`src/rtl/swdog_pkg.sv`:
```
package swdog_pkg;
   typedef enum logic [0:0] {
      SVC_IDLE  = 1'b0,
      SVC_ARMED = 1'b1
   } svc_state_t;

   function automatic bit is_pow2(input int unsigned v);
      return (v != 0) && ((v & (v - 1)) == 0);
   endfunction
endpackage

```
`src/rtl/swdog_prescale.sv`:
```
module swdog_prescale #(
   parameter int unsigned DIV = 2048
) (
   input  logic clk,
   input  logic rst_n,
   input  logic run,
   input  logic clr,
   output logic tick_o
);
   localparam int unsigned PW = (DIV > 1) ? $clog2(DIV) : 1;

   logic [PW-1:0] ph_q;

   generate
      if (DIV < 2) begin : g_bad
         $error("swdog_prescale: DIV must be at least 2");
      end
      if (swdog_pkg::is_pow2(DIV)) begin : g_wrap
         assign tick_o = run && (&ph_q);
         always_ff @(posedge clk or negedge rst_n) begin
            if (!rst_n)   ph_q <= '0;
            else if (clr) ph_q <= '0;
            else if (run) ph_q <= ph_q + 1'b1;
         end
      end else begin : g_cmp
         localparam logic [PW-1:0] LAST = PW'(DIV - 1);
         assign tick_o = run && (ph_q == LAST);
         always_ff @(posedge clk or negedge rst_n) begin
            if (!rst_n)      ph_q <= '0;
            else if (clr)    ph_q <= '0;
            else if (tick_o) ph_q <= '0;
            else if (run)    ph_q <= ph_q + 1'b1;
         end
      end
   endgenerate
endmodule

```
`src/rtl/swdog_svc_seq.sv`:
```
module swdog_svc_seq #(
   parameter int unsigned      W     = 16,
   parameter logic [W-1:0]     KEY_A = 16'h556C,
   parameter logic [W-1:0]     KEY_B = 16'hAA39
) (
   input  logic         clk,
   input  logic         rst_n,
   input  logic         wr,
   input  logic [W-1:0] data,
   output logic         svc_o
);
   import swdog_pkg::*;

   generate
      if (KEY_A == KEY_B) begin : g_bad
         $error("swdog_svc_seq: keys must differ");
      end
   endgenerate

   svc_state_t st_q, st_d;

   assign svc_o = wr && (st_q == SVC_ARMED) && (data == KEY_B);

   always_comb begin
      st_d = st_q;
      if (wr) st_d = (data == KEY_A) ? SVC_ARMED : SVC_IDLE;
   end

   always_ff @(posedge clk or negedge rst_n) begin
      if (!rst_n) st_q <= SVC_IDLE;
      else        st_q <= st_d;
   end
endmodule

```
`src/rtl/swdog_countdown.sv`:
```
module swdog_countdown #(
   parameter int unsigned W = 16
) (
   input  logic         clk,
   input  logic         rst_n,
   input  logic         step,
   input  logic         load,
   input  logic [W-1:0] load_val,
   output logic [W-1:0] cnt_o,
   output logic         expire_o
);
   localparam logic [W-1:0] ONE  = W'(1);
   localparam logic [W-1:0] FULL = '1;

   logic [W-1:0] cnt_q, rel_q;
   logic         exp_q;

   always_ff @(posedge clk or negedge rst_n) begin
      if (!rst_n) begin
         cnt_q <= FULL;
         rel_q <= FULL;
         exp_q <= 1'b0;
      end else begin
         exp_q <= 1'b0;
         if (load) begin
            cnt_q <= load_val;
            rel_q <= load_val;
         end else if (step) begin
            if (cnt_q == ONE) begin
               cnt_q <= '0;
               exp_q <= 1'b1;
            end else if (cnt_q == '0) begin
               cnt_q <= rel_q;
            end else begin
               cnt_q <= cnt_q - ONE;
            end
         end
      end
   end

   assign cnt_o    = cnt_q;
   assign expire_o = exp_q;
endmodule

```
`src/rtl/swdog_top.sv`:
```
module swdog_top #(
   parameter int unsigned      CNT_W   = 16,
   parameter int unsigned      PRE_DIV = 2048,
   parameter logic [CNT_W-1:0] KEY_A   = 16'h556C,
   parameter logic [CNT_W-1:0] KEY_B   = 16'hAA39
) (
   input  logic             clk,
   input  logic             rst_n,
   input  logic             cfg_en,
   input  logic             cfg_slow,
   input  logic [CNT_W-1:0] cfg_timeout,
   input  logic             svc_wr,
   input  logic [CNT_W-1:0] svc_data,
   output logic             expire_o,
   output logic [CNT_W-1:0] cnt_o
);
   generate
      if (CNT_W < 2) begin : g_bad_w
         $error("swdog_top: CNT_W must be at least 2");
      end
   endgenerate

   logic svc_done, pre_tick, step;

   swdog_svc_seq #(.W(CNT_W), .KEY_A(KEY_A), .KEY_B(KEY_B)) u_seq (
      .clk(clk), .rst_n(rst_n), .wr(svc_wr), .data(svc_data), .svc_o(svc_done)
   );

   swdog_prescale #(.DIV(PRE_DIV)) u_pre (
      .clk(clk), .rst_n(rst_n), .run(cfg_en && cfg_slow),
      .clr(svc_done), .tick_o(pre_tick)
   );

   assign step = cfg_en && (cfg_slow ? pre_tick : 1'b1);

   swdog_countdown #(.W(CNT_W)) u_cnt (
      .clk(clk), .rst_n(rst_n), .step(step), .load(svc_done),
      .load_val(cfg_timeout), .cnt_o(cnt_o), .expire_o(expire_o)
   );
endmodule

```
`config.mk`:
```
export PLATFORM = sky130hd
export DESIGN_NAME = swdog_top
export DESIGN_NICKNAME = d
export VERILOG_FILES = /design/src/rtl/swdog_pkg.sv /design/src/rtl/swdog_prescale.sv /design/src/rtl/swdog_svc_seq.sv /design/src/rtl/swdog_countdown.sv /design/src/rtl/swdog_top.sv
export SDC_FILE = /design/constraint.sdc
export NUM_CORES = 1
export LEC_CHECK = 0
export BUFFER_PORTS_ARGS = -buffer_cell sky130_fd_sc_hd__buf_2
export CORE_MARGIN = 1.5
export CORE_UTILIZATION = 26
export DETAILED_ROUTE_END_ITERATION = 10
export PLACE_DENSITY = 0.41
export SKIP_CTS_REPAIR_TIMING = 1
export SKIP_LAST_GASP = 1
export SLEW_MARGIN = 30
export SYNTH_ARGS = -nofsm -noshare
export SYNTH_HDL_FRONTEND = slang
export SYNTH_SLANG_ARGS = --single-unit
```
`constraint.sdc`:
```
create_clock -name clk -period 2.6 [get_ports clk]
set_input_delay 0.13 -clock clk [delete_from_list [all_inputs] [get_ports clk]]
set_output_delay 0.13 -clock clk [all_outputs]
set_load 0.02 [all_outputs]
```
==> run_results.csv <==
group,metric,value,unit
power_and_ir_drop,p_per_area,876,mW/mm2
route,drc_errors,0,
floorplan,die_w,102,um
timing,finalWorstPathRequiredPeriod,2.17,ns
timing,tns,0,ns
route,num_vias,2298,
logic_synthesis,synth_compound_gate_area_share,0.124,
place,gp_congestion,0.839,
place,placed_cells,474,
logic_synthesis,synth_seq_area_share,0.455,
setup_path,critPathKind,"reg2reg",
route,via_per_inst,4.76,
cells_and_area,area_growth,22.8,%
clock_network,clockBufferDepth,2,
clock_network,path_clk_slew,0.09,ns
setup_path,critical_path_arrival,2.40,ns
logic_synthesis,ys.flop_type,"dfstp_2",
clock_network,numCtsBuffers,5,
logic_synthesis,syn_area,0.00256,mm2
logic_synthesis,synth_fa_ha_area_frac,0.0195,
floorplan,die_h,102,um
outcome,status,"complete, no violations",
place,port_buffers,53,
cells_and_area,final_layout_size_suffix_gt1_frac,0.309,
logic_synthesis,synth_top_family_by_area,"simple AND/OR/NAND/NOR gates",
cells_and_area,final-instance-count-excl-fill,483,
logic_synthesis,ys_ff_latch,45,
timing,finalHoldViolCount,0,
route,ant_nets,0,
logic_synthesis,synth-simple-area-share,0.279,
setup_path,path_max_fanout,9,
logic_synthesis,yosys.area_share.xor_xnor,0.0649,
global_route,globalRouteOverflowTotal,0,
logic_synthesis,synth_mux_area_frac,0.0356,
floorplan,initial_core_util,0.265,
logic_synthesis,ys_warn_count,0,
timing,setup_viol,0,
setup_path,crit_path_end_kind,"flop",
global_route,grt_max_degree,31,
clock_network,insertion_delay,0.30,ns
logic_synthesis,avgSynthCellArea,9.03,um2
logic_synthesis,syn_inst,284,
clock_network,cts_root_buffer,"clkbuf_8",
global_route,grt_pass1_vias,2301,
timing,max_slew_margin,0.520,
floorplan,dieArea,0.0105,mm2
timing,period_share,0.833,
logic_synthesis,syn_nets,325,
timing,skew,0.00820,ns
cells_and_area,nets,390,
timing,tightest_slew,0.721,ns
logic_synthesis,async_flop_share,1.00,
timing,whs,0.0141,ns
timing,rsz0062_at_grt,"false",
place,hpwl,5380,um
logic_synthesis,synth.distinct_cells,46,
hold_path,worstHoldPathType,"in2reg",
power_and_ir_drop,p_leak,1.35,nW
route,drt_wl_total,7300,um
global_route,groute.usage.overall,0.148,
power_and_ir_drop,peakVddDrop,0.265,mV
timing,clock.fmax,462,MHz
floorplan,core-area,0.00968,mm2
timing,worst_slack,0.434,ns
setup_path,startpoint_type,"flop",
floorplan,rows,36,
clock_network,htree_levels,2,
clock_network,clkSinkCount,45,
run,cap_violations,0,
route,drtIter0Drc,80,
route,firstDrtPassIters,4,
cells_and_area,n_antenna_cell,0,
setup_path,cp.required,2.83,ns
cells_and_area,fillerInstances,1077,
timing,report.final.slew_viol_count,0,
global_route,antenna_found_initial,0,
route,wire_per_inst,15.1,um
logic_synthesis,synth_edf_count,0,
floorplan,io_pins,54,
global_route,grt_pass1_wl,11900,um
place,post-place-ws,0.418,ns
clock_network,cts_tree,"done",
layout make-up:
cell class	instances	area, um2	area share
Multi-Input combinational cell	224	1350	0.428
Tap cell	133	166	0.0528
Sequential cell	45	1170	0.370
Timing Repair Buffer	65	358	0.114
Clock inverter	2	10.0	0.00318
Clock buffer	6	72.6	0.0230
Inverter	8	30.0	0.00953
per-stage QoR:
step,total power [W],instance area [um2],utilization
global route,0.00298,3150,0.325
CTS,0.00279,3140,0.324
detailed placement,0.00234,3060,0.316
global placement,0.00234,3060,0.316
floorplan,0.00190,2560,-
finish,0.00276,3150,0.325
cells by family (layout without fill, tap and decap cells):
family | Yosys count | in the layout
compound gates | 47 | 47
xor+xnor | 19 | 19
fa+ha+maj | 4 | 4
buf+inv | 15 | 81
flops | 45 | 45
mux | 9 | 9
simple gates | 145 | 145
final timing paths:
path	slack [ns]	end	cells after the start	start
worst max-delay path	0.43	u_cnt.cnt_o[4]$_DFFE_PN1P_	8	u_cnt.cnt_o[0]$_DFFE_PN1P_
worst min-delay path	0.01	u_cnt.rel_q[2]$_DFFE_PN1P_	3	cfg_timeout[2]
worst max register to register	0.43	u_cnt.cnt_o[4]$_DFFE_PN1P_	8	u_cnt.cnt_o[0]$_DFFE_PN1P_
worst min register to register	0.46	u_cnt.rel_q[6]$_DFFE_PN1P_	2	u_cnt.rel_q[6]$_DFFE_PN1P_
max in group asynchronous	1.47	u_cnt.cnt_o[7]$_DFFE_PN1P_	3	rst_n
min in group asynchronous	0.40	u_cnt.expire_o$_DFF_PN0_	2	rst_n
report_power, final:
group          total, W  internal [W]  switching (W)
sequential      0.00117      0.000922       0.000253
clock          0.000444      0.000187       0.000257
combinational   0.00114      0.000484       0.000657
total           0.00276       0.00159        0.00117
worst max-delay path, cell delays in order, from the launching register on:
cell and delay, ns:
dfstp_2 0.42, inv_1 0.12, ha_1 0.29, nor4b_1 0.47, nand4_1 0.26, buf_4 0.22, nand2_1 0.05, o211ai_1 0.08
a31oi_1 0.17
routing by layer:
metal / up-vias / GRT usage / wire length, um
met5: - / 0 / 0
met4: 0 / 0.0348 / 71
met3: 7 / 0.0260 / 256
met2: 38 / 0.255 / 3530
met1: 1106 / 0.195 / 3440
li1: 1147 / - / -
cell usage after synthesis, drive strengths merged (4+ instances only):
| library cell | instances | area share |
|---|---|---|
| xnor2 | 9 | 0.031 |
| nand4 | 8 | 0.022 |
| nand2 | 68 | 0.10 |
| dfstp | 32 | 0.33 |
| nor4 | 5 | 0.018 |
| o21ai | 9 | 0.018 |
| ha | 4 | 0.020 |
| xor2 | 10 | 0.034 |
| nor2 | 24 | 0.038 |
| nand3 | 10 | 0.020 |
| a22oi | 5 | 0.015 |
| inv | 8 | 0.012 |
| clkbuf | 7 | 0.010 |
| o211ai | 7 | 0.020 |
| nor3 | 11 | 0.021 |
| dfrtp | 13 | 0.13 |
| mux2i | 8 | 0.031 |
| a31oi | 5 | 0.012 |
| a21oi | 6 | 0.012 |
layout by cell type, fill, tap and decap left out, drive strengths merged, types with 3 or more instances in the layout:
cell / instances
a21oi: 6
a22oi: 5
a31oi: 5
buf: 64
clkbuf: 6
dfrtp: 13
dfstp: 32
ha: 4
inv: 8
mux2i: 8
nand2: 68
nand3: 10
nand4: 8
nor2: 24
nor3: 11
nor4: 5
nor4bb: 3
o211ai: 7
o21ai: 9
or4: 3
xnor2: 9
xor2: 10
state kept, by name (all words and copies together) (netlist names):
register        flops
u_cnt.expire_o      1
u_cnt.rel_q        16
u_seq.st_q          1
u_cnt.cnt_o        16
u_pre.ph_q         11
(Power assumes the default switching activity.)
